File: src/rtl/tick_pkg.sv
// Package: types shared by the tick interrupt generator.
// Assumes: a single command port carries all ticker commands.
package tick_pkg;

    // Decoded command seen on the I/O bus in one cycle.
    typedef enum logic [1:0] {
        TCMD_NONE  = 2'd0,
        TCMD_START = 2'd1,
        TCMD_STOP  = 2'd2
    } tick_cmd_e;

    // Clock cycles per tick, at least one.
    function automatic int unsigned tick_period(input int unsigned clk_hz,
                                                input int unsigned tick_hz);
        int unsigned p;
        p = clk_hz / tick_hz;
        return (p == 0) ? 1 : p;
    endfunction

endpackage

File: src/rtl/tick_cmd_decode.sv
// Module: tick_cmd_decode
// Turns I/O writes into ticker commands. Only a strobed write to CMD_PORT
// that carries START_CODE or STOP_CODE produces a command. Every other write
// decodes to TCMD_NONE.
// Assumes: io_wr is high for exactly one cycle per write.
module tick_cmd_decode
    import tick_pkg::*;
#(
    parameter int unsigned PORT_W     = 8,
    parameter int unsigned DATA_W     = 8,
    parameter int unsigned CMD_PORT   = 8'hFE,
    parameter int unsigned START_CODE = 20,
    parameter int unsigned STOP_CODE  = 22
) (
    input  logic              io_wr,
    input  logic [PORT_W-1:0] io_port,
    input  logic [DATA_W-1:0] io_data,
    output tick_cmd_e         cmd
);
    localparam logic [PORT_W-1:0] PORT_MATCH = PORT_W'(CMD_PORT);
    localparam logic [DATA_W-1:0] START_VAL  = DATA_W'(START_CODE);
    localparam logic [DATA_W-1:0] STOP_VAL   = DATA_W'(STOP_CODE);

    logic hit;

    // Purpose: pick out a write addressed to the command port.
    always_comb begin
        hit = io_wr && (io_port == PORT_MATCH);
    end

    // Purpose: map the data byte to a command; unknown codes do nothing.
    always_comb begin
        cmd = TCMD_NONE;
        if (hit) begin
            if (io_data == START_VAL)     cmd = TCMD_START;
            else if (io_data == STOP_VAL) cmd = TCMD_STOP;
        end
    end
endmodule

File: src/rtl/tick_enable.sv
// Module: tick_enable
// Holds the ticker on/off state. A start command sets it and a stop command
// clears it. Reset leaves the ticker off.
// Assumes: start and stop never decode in the same cycle.
module tick_enable
    import tick_pkg::*;
(
    input  logic      clk,
    input  logic      rst_n,
    input  tick_cmd_e cmd,
    output logic      en
);
    // Purpose: update the enable flag from the decoded commands.
    always_ff @(posedge clk) begin
        if (!rst_n)                 en <= 1'b0;
        else if (cmd == TCMD_START) en <= 1'b1;
        else if (cmd == TCMD_STOP)  en <= 1'b0;
    end
endmodule

File: src/rtl/tick_prescaler.sv
// Module: tick_prescaler
// Divides the clock by PERIOD. It gives a one-cycle tick on the last count of
// each period. The count is held at zero while disabled, and a restart forces
// it back to zero with no tick on that edge.
// Assumes: PERIOD >= 1.
module tick_prescaler #(
    parameter int unsigned PERIOD = 781250
) (
    input  logic clk,
    input  logic rst_n,
    input  logic en,
    input  logic restart,
    output logic tick
);
    localparam int unsigned       CNT_W = (PERIOD > 1) ? $clog2(PERIOD) : 1;
    localparam logic [CNT_W-1:0]  LAST  = CNT_W'(PERIOD - 1);

    logic [CNT_W-1:0] count;

    // Purpose: flag the final cycle of a running period.
    always_comb begin
        tick = en && !restart && (count == LAST);
    end

    // Purpose: advance, wrap or clear the period counter.
    always_ff @(posedge clk) begin
        if (!rst_n)             count <= '0;
        else if (!en || restart) count <= '0;
        else if (count == LAST) count <= '0;
        else                    count <= count + 1'b1;
    end
endmodule

File: src/rtl/tick_pending.sv
// Module: tick_pending
// Holds the interrupt request. A tick sets it; an acknowledge or a stop clears
// it. Priority on one edge: stop, then tick, then acknowledge. A set flag
// absorbs further ticks, so requests never queue.
// Assumes: ack may be held for any number of cycles.
module tick_pending (
    input  logic clk,
    input  logic rst_n,
    input  logic tick,
    input  logic ack,
    input  logic stop,
    output logic pend
);
    // Purpose: set, hold or clear the request with fixed priority.
    always_ff @(posedge clk) begin
        if (!rst_n)    pend <= 1'b0;
        else if (stop) pend <= 1'b0;
        else if (tick) pend <= 1'b1;
        else if (ack)  pend <= 1'b0;
    end
endmodule

File: src/rtl/tick_irq_gen.sv
// Module: tick_irq_gen (top)
// Periodic tick interrupt generator. It decodes start/stop commands from I/O
// writes, divides the clock to the tick rate, and holds a pending request
// until it is acknowledged.
// Assumes: synchronous active-low reset; the CPU masks delivery itself.
module tick_irq_gen
    import tick_pkg::*;
#(
    parameter int unsigned CLK_HZ     = 50_000_000,
    parameter int unsigned TICK_HZ    = 64,
    parameter int unsigned PORT_W     = 8,
    parameter int unsigned DATA_W     = 8,
    parameter int unsigned CMD_PORT   = 8'hFE,
    parameter int unsigned START_CODE = 20,
    parameter int unsigned STOP_CODE  = 22
) (
    input  logic              clk,
    input  logic              rst_n,
    input  logic              io_wr,
    input  logic [PORT_W-1:0] io_port,
    input  logic [DATA_W-1:0] io_data,
    output logic              irq,
    input  logic              irq_ack
);
    localparam int unsigned PERIOD = tick_period(CLK_HZ, TICK_HZ);

    tick_cmd_e cmd;
    logic      en;
    logic      start;
    logic      stop;
    logic      tick;

    // Purpose: split the decoded command into single-bit controls.
    always_comb begin
        start = (cmd == TCMD_START);
        stop  = (cmd == TCMD_STOP);
    end

    tick_cmd_decode #(
        .PORT_W(PORT_W), .DATA_W(DATA_W), .CMD_PORT(CMD_PORT),
        .START_CODE(START_CODE), .STOP_CODE(STOP_CODE)
    ) u_dec (
        .io_wr(io_wr), .io_port(io_port), .io_data(io_data), .cmd(cmd)
    );

    tick_enable u_en (
        .clk(clk), .rst_n(rst_n), .cmd(cmd), .en(en)
    );

    tick_prescaler #(.PERIOD(PERIOD)) u_pre (
        .clk(clk), .rst_n(rst_n), .en(en), .restart(start), .tick(tick)
    );

    tick_pending u_pend (
        .clk(clk), .rst_n(rst_n), .tick(tick), .ack(irq_ack),
        .stop(stop), .pend(irq)
    );
endmodule

File: config.mk
export PLATFORM = sky130hd
export DESIGN_NAME = tick_irq_gen
export DESIGN_NICKNAME = d
export VERILOG_FILES = /design/src/rtl/tick_pkg.sv /design/src/rtl/tick_cmd_decode.sv /design/src/rtl/tick_enable.sv /design/src/rtl/tick_prescaler.sv /design/src/rtl/tick_pending.sv /design/src/rtl/tick_irq_gen.sv
export SDC_FILE = /design/constraint.sdc
export NUM_CORES = 1
export LEC_CHECK = 0
export ABC_CLOCK_PERIOD_IN_PS = 2500
export BUFFER_PORTS_ARGS = -buffer_cell sky130_fd_sc_hd__buf_2
export CORE_MARGIN = 4
export CORE_UTILIZATION = 54
export DETAILED_ROUTE_END_ITERATION = 10
export HOLD_SLACK_MARGIN = 0.08
export PLACE_DENSITY = 0.78
export SYNTH_ARGS = -nofsm -noshare
export SYNTH_HDL_FRONTEND = slang
export SYNTH_SLANG_ARGS = --single-unit
File: constraint.sdc
create_clock -name clk -period 2.5 [get_ports clk]
set_input_delay 0.5 -clock clk [delete_from_list [all_inputs] [get_ports clk]]
set_output_delay 0.5 -clock clk [all_outputs]
set_load 0.03 [all_outputs]
==> results_tabular.tex, run 1 <==
\begin{tabular}{lr}
\hline
Metric & Value \\
\hline
\multicolumn{2}{l}{\textbf{Drt}} \\
Detail-routed net length per standard cell & $\sim$14 um \\
Aggregate routed wire length & about 2.4 mm \\
Ratio of routed vias to standard cells & between 5 and 6 \\
Post-route DRC & 0 \\
Via count & 977 \\
First-iteration detailed-routing DRC count & 23 \\
Remaining antenna violation count & 0 \\
DR pass1 iterations & 4 \\
\multicolumn{2}{l}{\textbf{Clock network}} \\
Quantity of gates resized following cts & 0 \\
Root cell of the clock tree & sky130\_fd\_sc\_hd\_\_clkbuf\_4 \\
CTS HTree Levels & 1 \\
TritonCTS buffer count & 3 \\
TritonCTS Sinks & 22 \\
Clock-pin slew on the worst setup and hold paths & $\sim$120 ps \\
Clock insertion delay at the later pin of the skew report & slightly above 300 ps \\
CTS Buffer Depth & 2 \\
Count of buffers added by post-CTS timing repair for setup & 0 \\
TritonCTS clock tree & done \\
Count of hold-fix buffers inserted at cts & 0 \\
\multicolumn{2}{l}{\textbf{Floorplanning}} \\
Row cnt & 16 \\
Top-Level Pins & 21 \\
Horizontal extent of the die & 55.4 um \\
Initial core utilization & 0.594 \\
Area inside the core boundary & between 2000 and 2500 sq um \\
Height of the die & 55.4 um \\
Total die area & between 3000 and 4000 sq um \\
\multicolumn{2}{l}{\textbf{Global route}} \\
Initial antenna violation count & 0 \\
Total global routing overflow & 0 \\
All-Layer GR Usage & 0.162 \\
Maximum number of pins on one net before global-route repair & 21 \\
Wire length of the first global-routing pass & 4.12 mm \\
Via count of the first global-routing pass & between 900 and 1000 \\
\multicolumn{2}{l}{\textbf{Placed design}} \\
Detailed placer's ending HPWL & about 1.8 mm \\
Count of input and output buffers & 20 \\
Placed instance area & 1340 sq um \\
GP Congestion & roughly 0.8 \\
\multicolumn{2}{l}{\textbf{Timing}} \\
Max transition margin & 0.577 \\
Worst clock skew on the final layout & 15.6 ps \\
Worst Tran Pin Value & $\sim$630 ps \\
Sum of negative setup slack & 0 ps \\
Final period util & 0.790 \\
Clock period minus worst slack & 1970 ps \\
Final Setup Violations & 0 \\
Final Max Tran Viols & 0 \\
Achievable frequency & between 500 and 600 MHz \\
Unrepaired setup endpoints after global routing & no \\
Hold Violations, Final & 0 \\
\multicolumn{2}{l}{\textbf{Critical path}} \\
Worst stage delay on the critical path & around 470 ps \\
Highest net fanout along the worst path & 7 \\
Cell class contributing the biggest share of worst-path delay & simple AND/OR/NAND/NOR gates \\
Kind of end point of the critical path & register \\
CP startpoint kind & register \\
Worst path cell trace & ha\_1, and4\_1, nand4\_1, or3\_1, a211oi\_2 \\
Buffers plus inverters on the worst setup path & 0 \\
Startpoint of the worst-slack reg-to-reg timing path & u\_pre.count[0] \\
Worst EP arrival & $\sim$2200 ps \\
CP startpoint & u\_pre.count[0] \\
Class of the most critical setup path & reg2reg \\
Data required time at the worst endpoint & $\sim$2700 ps \\
Library cell contributing the largest single delay on the critical path & sky130\_fd\_sc\_hd\_\_dfxtp\_1 \\
\multicolumn{2}{l}{\textbf{Synthesis}} \\
Proportion of synthesized area in mux cells & 0 \\
Post-synthesis register bit count & 22 \\
Synth Area in XOR/XNOR & 0.0939 \\
Fraction of registers with async set or reset after synthesis & 0 \\
Synth Area in Compound Gates & 0.121 \\
Register area share after synthesis & 0.363 \\
Synth unique cells & 28 \\
Adder-cell area share of the yosys netlist & 0.0206 \\
Simple-gate area share of the yosys netlist & 0.367 \\
Combinational family with the most area after synthesis & simple AND/OR/NAND/NOR gates \\
Warnings from Yosys & 0 \\
Top FF cell, synth & sky130\_fd\_sc\_hd\_\_dfxtp\_1 \\
EDFF count, synth & 0 \\
Syn Area/Cell & $\sim$10 sq um \\
Synthesized net count & between 100 and 150 \\
Number of instances in the synthesized netlist & $\sim$120 \\
Post-synthesis instance area & between 1000 and 1500 sq um \\
\multicolumn{2}{l}{\textbf{Cells and area}} \\
Post-layout instance area & 1360 sq um \\
Leading cell type in the layout, fill and taps excluded & sky130\_fd\_sc\_hd\_\_dfxtp\_1 \\
Net count of the finished layout & about 160 \\
Multi-input gate area in the final layout & between 700 and 800 sq um \\
Most used cells in the layout excluding fill and tap cells & sky130\_fd\_sc\_hd\_\_dfxtp\_1 (22), sky130\_fd\_sc\_hd\_\_buf\_2 (20), sky130\_fd\_sc\_hd\_\_nor3\_2 (15) \\
Area grow syn2layout & 12.4\% \\
Antenna diode count & 0 \\
Area taken by flip-flops and latches & 440 sq um \\
Number of fillers in the final layout & 170 \\
Share of final-layout standard cells stronger than drive strength 1 & 0.353 \\
\multicolumn{2}{l}{\textbf{Power and ir drop}} \\
Maximum vdd ir drop & 0.380 mV \\
Power per cell area & between 300 and 400 nW/um\^{}2 \\
Static leakage & about 0.00043 uW \\
\multicolumn{2}{l}{\textbf{Worst hold path}} \\
Hold\_sp & rst\_n \\
Tightest Hold Check Type & in2reg \\
\multicolumn{2}{l}{\textbf{Job}} \\
Max-Cap Viols & 0 \\
\multicolumn{2}{l}{\textbf{Status}} \\
Run status & completed \\
\hline
\end{tabular}
[kinds of logic (layout without fill, tap and decap cells)]
kind of cell             Yosys count  after routing
XOR/XNOR                          13             13
AO/OA/AOI/OAI                     15             15
flip-flops                        22             22
AND/OR/NAND/NOR                   60             60
buffers and inverters              7             27
adder cells (fa/ha/maj)            2              2
[worst paths after layout]
kind	end	slack (ps)	depth (start not counted)
setup / recovery	u_pre.count[14]	530	5
hold / removal	u_pend.pend	410	2
setup reg to reg	u_pre.count[14]	530	5
hold reg to reg	u_pre.count[19]	540	2
[worst reg2reg max path: stages (launching register included)]
cell                       delay, ps
sky130_fd_sc_hd__dfxtp_1         470
sky130_fd_sc_hd__ha_1            280
sky130_fd_sc_hd__and4_1          290
sky130_fd_sc_hd__nand4_1         230
sky130_fd_sc_hd__or3_1           380
sky130_fd_sc_hd__a211oi_2        240
[per-layer routing]
| layer | up-vias | wire [um] | share of wire | global-route usage |
|---|---|---|---|---|
| li1 | 493 | - | - | - |
| met1 | 471 | 1040 | 0.44 | 0.188 |
| met2 | 8 | 1260 | 0.53 | 0.287 |
| met3 | 5 | 39 | 0.016 | 0.0233 |
| met4 | 0 | 46 | 0.019 | 0.0799 |
| met5 | - | 0 | 0 | 0 |
[Yosys cell counts, types with 2 or more instances]
cell type | number | area (sq um)
sky130_fd_sc_hd__dfxtp_1 | 22 | 440
sky130_fd_sc_hd__nor3_2 | 15 | 150
sky130_fd_sc_hd__xor2_1 | 11 | 96.3
sky130_fd_sc_hd__nand4_1 | 10 | 62.6
sky130_fd_sc_hd__nand2_1 | 7 | 26.3
sky130_fd_sc_hd__nand3_1 | 6 | 30.0
sky130_fd_sc_hd__a211oi_2 | 5 | 62.6
sky130_fd_sc_hd__o21ai_0 | 5 | 25.0
sky130_fd_sc_hd__or3_1 | 5 | 31.3
sky130_fd_sc_hd__and4_1 | 4 | 35.0
sky130_fd_sc_hd__clkbuf_1 | 3 | 11.3
sky130_fd_sc_hd__and2_1 | 2 | 12.5
sky130_fd_sc_hd__and3_1 | 2 | 12.5
sky130_fd_sc_hd__buf_6 | 2 | 22.5
sky130_fd_sc_hd__ha_1 | 2 | 25.0
sky130_fd_sc_hd__inv_1 | 2 | 7.51
sky130_fd_sc_hd__nor4_1 | 2 | 12.5
sky130_fd_sc_hd__nor4b_1 | 2 | 17.5
sky130_fd_sc_hd__or4b_4 | 2 | 27.5
sky130_fd_sc_hd__xnor2_1 | 2 | 17.5
[stage by stage]
step / total power (uW) / hold slack, ps / cells / worst slack, ps / utilization
after floorplan: 362 / 485 / 119 / 385 / -
after global routing: 543 / 431 / 166 / 371 / 0.667
final: 528 / 412 / 166 / 526 / 0.667
after CTS: 535 / 407 / 166 / 489 / 0.667
after global placement: 377 / 507 / 163 / 248 / 0.656
after detailed placement: 377 / 526 / 163 / 211 / 0.656
[power by group]
group | internal (uW) | switching (uW)
Clock | 56.4 | 102
Combinational | 12.8 | 6.63
Sequential | 350 | 0.000861
[sequential cells by signal, indices dropped and copies added (netlist names)]
name / flops
u_pre.count: 20
u_pend.pend: 1
u_en.en: 1
[cell type report]
type | count | share of cell area
sequential | 22 | 0.323
inverter | 2 | 0.00551
timing repair buffer | 22 | 0.0937
multi-input combinational | 90 | 0.536
clock buffer | 3 | 0.0165
tap | 27 | 0.0248
No activity file was read; power rests on OpenSTA's default activity.
==> run 2: changes to the inputs <==
--- a/config.mk
+++ b/config.mk
@@ -5,13 +5,13 @@
 export SDC_FILE = /design/constraint.sdc
 export NUM_CORES = 1
 export LEC_CHECK = 0
-export ABC_CLOCK_PERIOD_IN_PS = 2500
+export ABC_CLOCK_PERIOD_IN_PS = 1600
 export BUFFER_PORTS_ARGS = -buffer_cell sky130_fd_sc_hd__buf_2
 export CORE_MARGIN = 4
-export CORE_UTILIZATION = 54
+export CORE_UTILIZATION = 49
 export DETAILED_ROUTE_END_ITERATION = 10
 export HOLD_SLACK_MARGIN = 0.08
-export PLACE_DENSITY = 0.78
+export PLACE_DENSITY = 0.75
 export SYNTH_ARGS = -nofsm -noshare
 export SYNTH_HDL_FRONTEND = slang
 export SYNTH_SLANG_ARGS = --single-unit
==> constraint.sdc (replaced) <==
create_clock -name clk -period 1.6 [get_ports clk]
set_input_delay 0.32 -clock clk [delete_from_list [all_inputs] [get_ports clk]]
set_output_delay 0.32 -clock clk [all_outputs]
set_load 0.03 [all_outputs]
==> results_tabular.tex, run 2 (synthesized netlist as in run 1, its figures left out) <==
\begin{tabular}{lr}
\hline
Metric & Value \\
\hline
\multicolumn{2}{l}{\textbf{Worst hold path}} \\
Hold EP & u\_pend.pend \\
Tightest Hold Check Type & in2reg \\
Hold\_sp & rst\_n \\
Cell depth of the worst min-delay path & 2 (unchanged) \\
\multicolumn{2}{l}{\textbf{Timing}} \\
Hold Violations, Final & 0 (unchanged) \\
Final Max Tran Viols & 0 (unchanged) \\
Worst-case hold slack & 236 ps (-175 ps) \\
Worst clock skew on the final layout & 11.0 ps (-4.58 ps) \\
Fin worst setup slack & -113 ps (-638 ps) \\
Final Setup Violations & 20 (+20) \\
Achievable frequency & 584 MHz \\
Max transition margin & 0.705 (+0.128) \\
Worst Tran Pin Value & 438 ps (-191 ps) \\
Final period util & 1.07 \\
Clock period minus worst slack & 1710 ps \\
Unrepaired setup endpoints after global routing & yes \\
\multicolumn{2}{l}{\textbf{Drt}} \\
Detail-routed net length per standard cell & 14.2 um (-0.58\%) \\
Ratio of routed vias to standard cells & 5.95 (+1.1\%) \\
First-iteration detailed-routing DRC count & 44 (+91\%) \\
Post-route DRC & 0 (unchanged) \\
Remaining antenna violation count & 0 (unchanged) \\
DR pass1 iterations & 4 (unchanged) \\
Aggregate routed wire length & 2.64 mm (+11\%) \\
Via count & 1101 (+13\%) \\
\multicolumn{2}{l}{\textbf{Clock network}} \\
TritonCTS Sinks & 22 (unchanged) \\
Clock insertion delay at the later pin of the skew report & 310 ps (about the same) \\
Clock-pin slew on the worst setup and hold paths & 130 ps (about the same) \\
Root cell of the clock tree & sky130\_fd\_sc\_hd\_\_clkbuf\_4 \\
CTS Buffer Depth & 2 (unchanged) \\
TritonCTS buffer count & 3 (unchanged) \\
Count of hold-fix buffers inserted at cts & 0 (unchanged) \\
CTS HTree Levels & 1 (unchanged) \\
TritonCTS clock tree & done \\
\multicolumn{2}{l}{\textbf{Critical path}} \\
Startpoint of the worst-slack reg-to-reg timing path & u\_pre.count[0] \\
Worst stage delay on the critical path & 560 ps (+90 ps) \\
R2r endpoint & u\_pre.count[16] \\
CP startpoint kind & primary input \\
Data required time at the worst endpoint & 1790 ps (-930 ps) \\
Worst EP arrival & 1900 ps (-300 ps) \\
Library cell contributing the largest single delay on the critical path & sky130\_fd\_sc\_hd\_\_or4\_4 \\
Class of the most critical setup path & in2reg \\
Register-to-register setup slack & -30 ps (-560 ps) \\
Worst path cell trace & buf\_6, or4b\_4, or4\_4, o32ai\_4, buf\_12, a211oi\_2 \\
Highest net fanout along the worst path & 20 (+13) \\
Kind of end point of the critical path & register \\
Worst R2R Path Depth & 5 (unchanged) \\
\multicolumn{2}{l}{\textbf{Cells and area}} \\
Largest registers & u\_pre.count (20), u\_en.en (1), u\_pend.pend (1) \\
Max reg flops & 20 (unchanged) \\
Utilization after layout & 0.684 (+0.0166) \\
Net count of the finished layout & 180 (+10\%) \\
Antenna diode count & 0 (unchanged) \\
Share of final-layout standard cells stronger than drive strength 1 & 0.459 (+0.106) \\
Area grow syn2layout & 28.4\% \\
Leading cell type in the layout, fill and taps excluded & sky130\_fd\_sc\_hd\_\_dfxtp\_1 \\
Most used cells in the layout excluding fill and tap cells & sky130\_fd\_sc\_hd\_\_dfxtp\_1 (20), sky130\_fd\_sc\_hd\_\_buf\_4 (18), sky130\_fd\_sc\_hd\_\_buf\_2 (17) \\
Register ranked first by flip-flop count & u\_pre.count \\
\multicolumn{2}{l}{\textbf{Power and ir drop}} \\
Power Total & 1000 uW (+90\%) \\
P\_sw & 177 uW (+63\%) \\
Internal portion of total power & 827 uW (+97\%) \\
Clk pwr share & 0.417 (+0.117) \\
Proportion of power drawn by flip-flops and latches & 0.545 (-0.118) \\
Static leakage & 0.000537 uW (+25\%) \\
Power per cell area & 645 nW/um\^{}2 (+66\%) \\
Switching share of power & 0.176 (-0.0297) \\
Share of power burned in combinational logic & 0.038 (about the same) \\
Maximum vdd ir drop & 0.631 mV (+66\%) \\
\multicolumn{2}{l}{\textbf{Floorplanning}} \\
Total die area & 3330 sq um (+8.7\%) \\
Area inside the core boundary & 2280 sq um (+11\%) \\
Row cnt & 17 (+1) \\
Horizontal extent of the die & 57.7 um (+4.3\%) \\
Height of the die & 57.7 um (+4.3\%) \\
Top-Level Pins & 21 (unchanged) \\
Initial core utilization & 0.533 (-0.0610) \\
\multicolumn{2}{l}{\textbf{Status}} \\
Violations in the final reports & negative setup slack \\
Run status & complete, but fails checks \\
\multicolumn{2}{l}{\textbf{Global route}} \\
Via count of the first global-routing pass & 1168 (+18\%) \\
Total global routing overflow & 0 (unchanged) \\
All-Layer GR Usage & 0.178 (+0.0156) \\
Initial antenna violation count & 0 (unchanged) \\
Wire length of the first global-routing pass & 4.72 mm (+15\%) \\
Maximum number of pins on one net before global-route repair & 21 (unchanged) \\
\multicolumn{2}{l}{\textbf{Placed design}} \\
Worst Setup Slack post-DPL & -454 ps (-665 ps) \\
Count of input and output buffers & 20 (unchanged) \\
GP Congestion & 0.828 (+3.2\%) \\
Detailed placer's ending HPWL & 2.01 mm (+11\%) \\
\multicolumn{2}{l}{\textbf{Job}} \\
Max-Cap Viols & 0 (unchanged) \\
\hline
\end{tabular}
run 2: layout make-up:
cell class	instances	area, sq um
multi-input combinational	90	744
fill	177	719
sequential	22	443
timing repair buffer	39	274
tap	28	35.0
clock inverter	1	30.0
clock buffer	3	22.5
inverter	2	7.51
run 2: metrics by stage:
step	std cells	cell area, sq um	TNS [ps]
after floorplan	119	1210	-6030
after global placement	180	1460	-8880
after detailed placement	180	1460	-9500
after CTS	184	1520	-1890
after global routing	185	1560	-2460
final	185	1560	-1940
run 2: worst max-delay path by stage:
| stage | slack (ps) | from | endpoint |
|---|---|---|---|
| after global placement | -420 | io_data[5] | u_pre.count[9] |
| after floorplan | -300 | io_data[5] | u_pre.count[14] |
| after CTS | -120 | io_data[5] | u_pre.count[19] |
| after detailed placement | -450 | io_data[5] | u_pre.count[9] |
| after global routing | -140 | u_pre.count[1] | u_pre.count[19] |
| final | -110 | io_data[5] | u_pre.count[19] |
run 2: what timing repair did:
item                                    4_1_cts  5_1_grt
gates resized for setup                       3        5
setup buffers                                 0        1
endpoints found under the setup margin       20       21
pin swaps                                     1        2
run 2: power by group through the flow:
stage / clock network [uW] / logic [uW] / registers (uW)
final: 419 / 38.2 / 547
after global routing: 451 / 41.8 / 548
after CTS: 428 / 35.1 / 548
after detailed placement: 0 / 33.7 / 560
after global placement: 0 / 31.9 / 560
after floorplan: 0 / 5.67 / 560
run 2: worst max-delay path: cells and delay by family:
family                 cells  cell delay, ps
and+or+nand+nor            2            1080
AOI/OAI and AO/OA          2             180
buffers and inverters      2             310
run 2: routing by layer:
metal  routed length (um)  vias to the layer above  global-route usage  share of wire
met1                 1050                      509               0.192           0.40
met4                   55                        0              0.0861          0.021
met2                 1350                       53               0.326           0.51
met3                  183                        8              0.0356          0.069
li1                     -                      531                   -              -
met5                    0                        -                   0              0
